$ cat src/rtl/nbs_pkg.sv
package nbs_pkg;
  typedef enum logic [1:0] {
    PH_IDLE = 2'd0,
    PH_ADDR = 2'd1,
    PH_STRB = 2'd2,
    PH_TAIL = 2'd3
  } nbs_phase_t;

  localparam logic [1:0] SZ_BYTE = 2'd0;
  localparam logic [1:0] SZ_HALF = 2'd1;
  localparam logic [1:0] SZ_WORD = 2'd2;
endpackage

$ cat src/rtl/nbs_cs_decode.sv
module nbs_cs_decode #(
  parameter int SEL_W  = 3,
  parameter int NUM_CS = 7
) (
  input  logic [SEL_W-1:0]  region,
  output logic [NUM_CS-1:0] cs_n
);
  // One comparator per select line; region codes past NUM_CS select nothing.
  for (genvar g = 0; g < NUM_CS; g++) begin : g_line
    assign cs_n[g] = (region != SEL_W'(g));
  end
endmodule

$ cat src/rtl/nbs_byte_plan.sv
module nbs_byte_plan #(
  parameter int IDX_W = 2
) (
  input  logic [IDX_W-1:0] idx,
  input  logic [IDX_W-1:0] last,
  input  logic             write,
  output logic [IDX_W-1:0] offset,
  output logic [IDX_W-1:0] lane
);
  // Reads walk offsets upward, writes downward; offset 0 is the top lane.
  always_comb begin
    offset = write ? (last - idx) : idx;
    lane   = last - offset;
  end
endmodule

$ cat src/rtl/narrow_bus_seq.sv
module narrow_bus_seq
  import nbs_pkg::*;
#(
  parameter int ADDR_W   = 16,
  parameter int SEL_W    = 3,
  parameter int NUM_CS   = 7,
  parameter int DATA_W   = 32,
  parameter int WAIT_W   = 2,
  parameter int MAX_WAIT = 2
) (
  input  logic                    clk,
  input  logic                    rst,
  input  logic                    req_valid,
  input  logic                    req_write,
  input  logic [1:0]              req_size,
  input  logic [ADDR_W+SEL_W-1:0] req_addr,
  input  logic [DATA_W-1:0]       req_wdata,
  input  logic [WAIT_W-1:0]       wait_cfg,
  output logic                    req_ready,
  output logic                    done,
  output logic [DATA_W-1:0]       rdata,
  output logic [ADDR_W-1:0]       ext_addr,
  output logic [NUM_CS-1:0]       ext_cs_n,
  output logic                    ext_rd_n,
  output logic                    ext_wr_n,
  output logic [7:0]              ext_dout,
  output logic                    ext_doe,
  input  logic [7:0]              ext_din
);
  localparam int BYTES = DATA_W / 8;
  localparam int IDX_W = (BYTES > 1) ? $clog2(BYTES) : 1;

  nbs_phase_t        phase;
  logic [IDX_W-1:0]  idx_q, last_q, lane_q;
  logic              wr_q;
  logic [ADDR_W-1:0] base_q;
  logic [DATA_W-1:0] wdata_q;
  logic [WAIT_W-1:0] wait_q, wcnt;

  logic [IDX_W-1:0]  req_last, sel_idx, sel_last, nx_off, nx_lane;
  logic              sel_wr;
  logic [WAIT_W-1:0] wait_eff;
  logic [NUM_CS-1:0] req_cs_n;
  int unsigned       req_nb;

  always_comb begin
    req_nb = 32'd1 << req_size;
    if (req_nb > BYTES) req_nb = BYTES;
    req_last = IDX_W'(req_nb - 1);
    wait_eff = (wait_cfg > WAIT_W'(MAX_WAIT)) ? WAIT_W'(MAX_WAIT) : wait_cfg;
  end

  // The plan looks one byte ahead: request in idle, next index otherwise.
  always_comb begin
    if (phase == PH_IDLE) begin
      sel_idx  = '0;
      sel_last = req_last;
      sel_wr   = req_write;
    end else begin
      sel_idx  = idx_q + 1'b1;
      sel_last = last_q;
      sel_wr   = wr_q;
    end
  end

  nbs_byte_plan #(.IDX_W(IDX_W)) u_plan (
    .idx    (sel_idx),
    .last   (sel_last),
    .write  (sel_wr),
    .offset (nx_off),
    .lane   (nx_lane)
  );

  nbs_cs_decode #(.SEL_W(SEL_W), .NUM_CS(NUM_CS)) u_csdec (
    .region (req_addr[ADDR_W+SEL_W-1:ADDR_W]),
    .cs_n   (req_cs_n)
  );

  assign req_ready = (phase == PH_IDLE);

  always_ff @(posedge clk) begin
    if (rst) begin
      phase    <= PH_IDLE;
      idx_q    <= '0;
      last_q   <= '0;
      lane_q   <= '0;
      wr_q     <= 1'b0;
      base_q   <= '0;
      wdata_q  <= '0;
      wait_q   <= '0;
      wcnt     <= '0;
      done     <= 1'b0;
      rdata    <= '0;
      ext_addr <= '0;
      ext_cs_n <= '1;
      ext_rd_n <= 1'b1;
      ext_wr_n <= 1'b1;
      ext_dout <= '0;
      ext_doe  <= 1'b0;
    end else begin
      done <= 1'b0;
      unique case (phase)
        PH_IDLE: begin
          if (req_valid) begin
            phase    <= PH_ADDR;
            wr_q     <= req_write;
            base_q   <= req_addr[ADDR_W-1:0];
            wdata_q  <= req_wdata;
            wait_q   <= wait_eff;
            last_q   <= req_last;
            idx_q    <= '0;
            lane_q   <= nx_lane;
            rdata    <= '0;
            ext_addr <= req_addr[ADDR_W-1:0] + ADDR_W'(nx_off);
            ext_cs_n <= req_cs_n;
          end
        end
        PH_ADDR: begin
          phase <= PH_STRB;
          wcnt  <= wait_q;
          if (wr_q) begin
            ext_wr_n <= 1'b0;
            ext_dout <= wdata_q[8*lane_q +: 8];
            ext_doe  <= 1'b1;
          end else begin
            ext_rd_n <= 1'b0;
          end
        end
        PH_STRB: begin
          if (wcnt != '0) begin
            wcnt <= wcnt - 1'b1;
          end else begin
            ext_rd_n <= 1'b1;
            ext_wr_n <= 1'b1;
            if (!wr_q) rdata[8*lane_q +: 8] <= ext_din;
            if (idx_q == last_q) begin
              phase <= PH_TAIL;
              done  <= 1'b1;
            end else begin
              phase    <= PH_ADDR;
              idx_q    <= idx_q + 1'b1;
              lane_q   <= nx_lane;
              ext_addr <= base_q + ADDR_W'(nx_off);
            end
          end
        end
        PH_TAIL: begin
          phase    <= PH_IDLE;
          ext_cs_n <= '1;
          ext_doe  <= 1'b0;
        end
        default: phase <= PH_IDLE;
      endcase
    end
  end

  // never more than one select line low
  a_r6_one_cs: assert property (@(posedge clk) disable iff (rst)
    $onehot0(~ext_cs_n));
  // strobes mutually exclusive
  a_r9_strobe_excl: assert property (@(posedge clk) disable iff (rst)
    !(!ext_rd_n && !ext_wr_n));
  // address steady across consecutive strobe clocks
  a_r3_addr_stable: assert property (@(posedge clk) disable iff (rst)
    ($past(!ext_rd_n || !ext_wr_n) && (!ext_rd_n || !ext_wr_n)) |-> $stable(ext_addr));
  // write byte held and driven through the clock after the strobe
  a_r7_wdata_hold: assert property (@(posedge clk) disable iff (rst)
    $past(!ext_wr_n) |-> ($stable(ext_dout) && ext_doe));
  // completion follows a strobe clock and lasts one clock
  a_r8_done_after_strobe: assert property (@(posedge clk) disable iff (rst)
    done |-> $past(!ext_rd_n || !ext_wr_n));
  a_r8_done_pulse: assert property (@(posedge clk) disable iff (rst)
    done |=> !done);
  // idle bus is quiet
  a_r8_idle_quiet: assert property (@(posedge clk) disable iff (rst)
    req_ready |-> (&ext_cs_n && ext_rd_n && ext_wr_n && !ext_doe));
  // wait counter never exceeds the latched setting
  a_r5_wait_bound: assert property (@(posedge clk) disable iff (rst)
    (wcnt <= wait_q) && (wait_q <= WAIT_W'(MAX_WAIT)));
endmodule

$ cat config.mk
export PLATFORM = sky130hd
export DESIGN_NAME = narrow_bus_seq
export DESIGN_NICKNAME = d
export VERILOG_FILES = /design/src/rtl/nbs_pkg.sv /design/src/rtl/nbs_cs_decode.sv /design/src/rtl/nbs_byte_plan.sv /design/src/rtl/narrow_bus_seq.sv
export SDC_FILE = /design/constraint.sdc
export NUM_CORES = 1
export LEC_CHECK = 0
export ABC_AREA = 1
export BUFFER_PORTS_ARGS = -buffer_cell sky130_fd_sc_hd__buf_2
export CAP_MARGIN = 10
export CORE_ASPECT_RATIO = 2
export CORE_MARGIN = 1.5
export CORE_UTILIZATION = 40
export DETAILED_ROUTE_END_ITERATION = 8
export HOLD_SLACK_MARGIN = 0.08
export SLEW_MARGIN = 30
export SYNTH_ARGS = -nofsm -noshare
export SYNTH_HDL_FRONTEND = slang
export SYNTH_SLANG_ARGS = --single-unit
$ cat constraint.sdc
create_clock -name clk -period 3 [get_ports clk]
set_input_delay 0.6 -clock clk [delete_from_list [all_inputs] [get_ports clk]]
set_output_delay 0.6 -clock clk [all_outputs]
set_load 0.02 [all_outputs]
==> flow_summary_export.csv <==
group,metric,value,unit
timing,timing.final.crit_share,0.879,
die,dieHeight,180,um
placed_design,gp_congestion,0.851,
worst_setup_path,critPathTopFamily,"simple AND/OR/NAND/NOR gates",
worst_hold_path,hp-class,"in -> reg",
job,cap_violations,0,
worst_setup_path,r2r_slack,0.36,ns
clocking,postCtsResizedCells,0,
power_and_ir_drop,power_leakage,3.68,nW
synth,avgSynthCellArea,7.02,sq um
clocking,htreeDepth,4,
placed_design,hpwl,12800,um
synth,synth_ff_type,"dfxtp_1",
timing,fmax,379,MHz
synth,ys_top_cells_by_area,"dfxtp_1 (41%), nand2_1 (9.1%), inv_1 (7.3%)",
placed_design,port_buffers,134,
worst_setup_path,crit_arrival,2.94,ns
worst_setup_path,rr_worst_depth,17,
power_and_ir_drop,seqPwrFrac,0.352,
clocking,max-clock-path-buffers,2,
die,core,15300,sq um
route,vias_per_cell,4.85,
power_and_ir_drop,combPwrFrac,0.266,
global_routing,grt_pass1_vias,5577,
synth,yosys.area.top_type,"dfxtp_1",
global_routing,grt_max_degree,73,
timing,slew_viol_final,0,
clocking,hold_buffers,0,
clocking,cts_inserted_buffers,17,
global_routing,grt_overflow_total,0,
timing,relSlewSlack,0.569,
finish,finalInstanceArea,7710,sq um
route,vias,5966,
die,row_count,64,
route,wl,17200,um
route,wl_per_cell,14.0,um
global_routing,grt_pass1_wl,27900,um
placed_design,place_area,7080,sq um
outcome,status,"finished clean",
clocking,cts_tree,"yes",
worst_setup_path,startpoint,"phase[1]$_SDFFE_PP0P_",
worst_setup_path,crit_path_frequent_cell,"nand2_1",
timing,min_period,2.64,ns
clocking,cts_sinks,128,
worst_setup_path,crit_chain,"nor2_4, nand2_1, o21ai_1, ha_1, inv_1, nand3_1, nand4_1, nand2_1, inv_1, fa_1, buf_4, nor2_4, nand2_1, nand2_1, nand3_1, nand2_1, inv_1",
worst_setup_path,crit_required,3.30,ns
finish,area.growth.synth_to_final,22.6,%
clocking,cts_setup_buffers,0,
synth,syn-num-nets,973,
synth,syn_inst,896,
die,start_util,0.411,
worst_setup_path,cp_slowest_stage_delay,0.49,ns
clocking,clockRootBuffer,"clkbuf_16",
global_routing,grt_util_all_layers,0.215,
route,drc_errors,0,
finish,nets,1095,
clocking,path_clk_slew,0.06,ns
global_routing,antenna_found_initial,0,
power_and_ir_drop,p_int,3.83,mW
timing,whs,0.439,ns
synth,ys.warnings.count,0,
synth,synth_cell_types,44,
worst_setup_path,timing.rr.end,"ext_addr[14]$_SDFFE_PP0P_",
synth,synth_edf_count,0,
power_and_ir_drop,power.density,743,nW/um^2
die,fp.dieArea,16500,sq um
timing,rsz0062_at_grt,"false",
worst_hold_path,hp-start,"req_wdata[17]",
worst_hold_path,min_to,"wdata_q[17]$_SDFFE_PP0P_",
synth,synth_top_area_share,0.408,
synth,netlist_area,6290,sq um
power_and_ir_drop,swShare,0.332,
worst_setup_path,critPathSlowestCell,"fa_1",
timing,worstMarginPinSlew,0.647,ns
synth,synthArstFlopShare,0,
worst_setup_path,crit_buf_inv,4,
die,dieWidth,91.7,um
worst_setup_path,worst_r2r_startpoint,"phase[1]$_SDFFE_PP0P_",
die,ios,135,
power_and_ir_drop,ir_drop,0.388,mV
worst_setup_path,worst_setup_path_start_kind,"flip-flop",
power_and_ir_drop,p_switching,1.90,mW
route,drtIter0Drc,194,
worst_setup_path,timing_worst_setup_path_type,"reg -> reg",
route,ant_nets,0,
worst_setup_path,end_kind,"flip-flop",
timing,setup_viol,0,
worst_setup_path,crit_path_max_fanout,8,
finish,final_layout_size_suffix_gt1_frac,0.206,
timing,hold_viol,0,
worst_hold_path,whs_path_depth,3,
clocking,clk_latency,0.41,ns
synth,synth_seq_cells,128,
route,dr.pass1.iters,4,
timing,finalClockSkew,0.0118,ns
power_and_ir_drop,pwr-share-clk,0.382,
synth,ys_seq_area_frac,0.408,
power_and_ir_drop,p_total,5.73,mW
==> per-stage QoR <==
stage / util / worst slack [ns] / setup TNS [ns] / cells
2_1_floorplan: - / 0.343 / 0 / 896
3_3_place_gp: 0.463 / 0.00979 / 0 / 1197
3_5_place_dp: 0.463 / -0.0116 / -0.0202 / 1197
4_1_cts: 0.504 / 0.282 / 0 / 1228
5_1_grt: 0.504 / 0.0392 / 0 / 1228
6_report: 0.504 / 0.363 / 0 / 1229
==> Yosys cell counts (2+ instances only) <==
master and count:
inv_1 122, clkbuf_8 2, o21ai_0 81, buf_4 3
o211ai_1 14, nor3b_1 4, nor2_4 5, nand2_2 5
dfxtp_1 128, nor2_1 103, nand3b_1 4, nor2_2 4
inv_2 4, buf_6 5, a211oi_1 7, o21ai_2 3
buf_2 11, or2_0 3, nand3_1 67, xor2_1 3
clkinv_1 2, nor3_1 11, xnor2_1 2, ha_1 9
a211o_1 2, a21oi_1 79, clkbuf_1 27, o21a_1 2
nand2_1 153, nand4_1 8, o211a_1 3, o21ai_1 8
==> sequential cells by signal (all words and copies together) (netlist names), 2 cells and up <==
register / flops
wait_q: 2
ext_addr: 16
lane_q: 2
wcnt: 2
rdata: 32
idx_q: 2
base_q: 16
wdata_q: 32
last_q: 2
ext_cs_n: 7
phase: 2
ext_dout: 8
==> worst register-to-register path, delay by kind of cell (launching register included) <==
family | cells | cell delay [ns]
adders and majority gates | 2 | 0.68
and+or+nand+nor | 10 | 1.06
DFF | 1 | 0.35
buffers and inverters | 4 | 0.33
AOI/OAI and AO/OA | 1 | 0.12
==> power by group through the flow <==
stage                     clock [mW]  combinational (mW)  sequential, mW
after CTS                       2.24                1.54            2.02
final                           2.19                1.52            2.02
after global placement             0                1.52            2.05
after detailed placement           0                1.53            2.06
after global routing            2.31                1.72            2.04
after floorplan                    0                1.00            2.17
==> worst max path at each step <==
stage	endpoint	cells after the start	slack, ns
final	ext_addr[14]$_SDFFE_PP0P_	17	0.36
after CTS	ext_addr[14]$_SDFFE_PP0P_	16	0.28
after global placement	ext_addr[10]$_SDFFE_PP0P_	16	0.01
after detailed placement	ext_addr[14]$_SDFFE_PP0P_	18	-0.01
after floorplan	ext_addr[12]$_SDFFE_PP0P_	14	0.34
after global routing	ext_addr[12]$_SDFFE_PP0P_	17	0.04
==> layout make-up <==
cell class | instances | area, sq um
Fill cell | 1623 | 7580
Multi-Input combinational cell | 591 | 2970
Sequential cell | 128 | 2560
Timing Repair Buffer | 152 | 822
Inverter | 128 | 480
Clock buffer | 19 | 443
Tap cell | 198 | 248
Clock inverter | 12 | 183
Antenna cell | 1 | 2.50
==> cells by family (layout without fill, tap and decap cells) <==
family	count (synthesis)	in the layout	synth area share
compound gates	204	204	0.180
buf+inv	177	311	0.121
other cells	0	1	0
xor+xnor	5	5	0.00697
fa+ha+maj	10	10	0.0211
flops	128	128	0.408
simple gates	372	372	0.264
==> layout by cell type (no fill, tap or decap), drive strengths merged, types with 2 or more instances in the layout <==
| cell type | instances |
|---|---|
| a211o | 2 |
| a211oi | 7 |
| a21oi | 79 |
| buf | 152 |
| bufinv | 4 |
| clkbuf | 19 |
| clkinv | 4 |
| clkinvlp | 3 |
| dfxtp | 128 |
| ha | 9 |
| inv | 129 |
| nand2 | 159 |
| nand3 | 68 |
| nand3b | 4 |
| nand4 | 8 |
| nor2 | 113 |
| nor3 | 11 |
| nor3b | 4 |
| o211a | 3 |
| o211ai | 15 |
| o21a | 2 |
| o21ai | 92 |
| or2 | 4 |
| xnor2 | 2 |
| xor2 | 3 |
==> per-layer routing <==
layer,share of wire,GRT usage,vias up,routed length (um)
met5,0,0,-,0
met1,0.37,0.213,2687,6420
li1,-,-,3137,-
met2,0.56,0.417,114,9680
met3,0.036,0.0439,28,616
met4,0.027,0.0913,0,458
No activity file was read; power rests on OpenSTA's default activity.
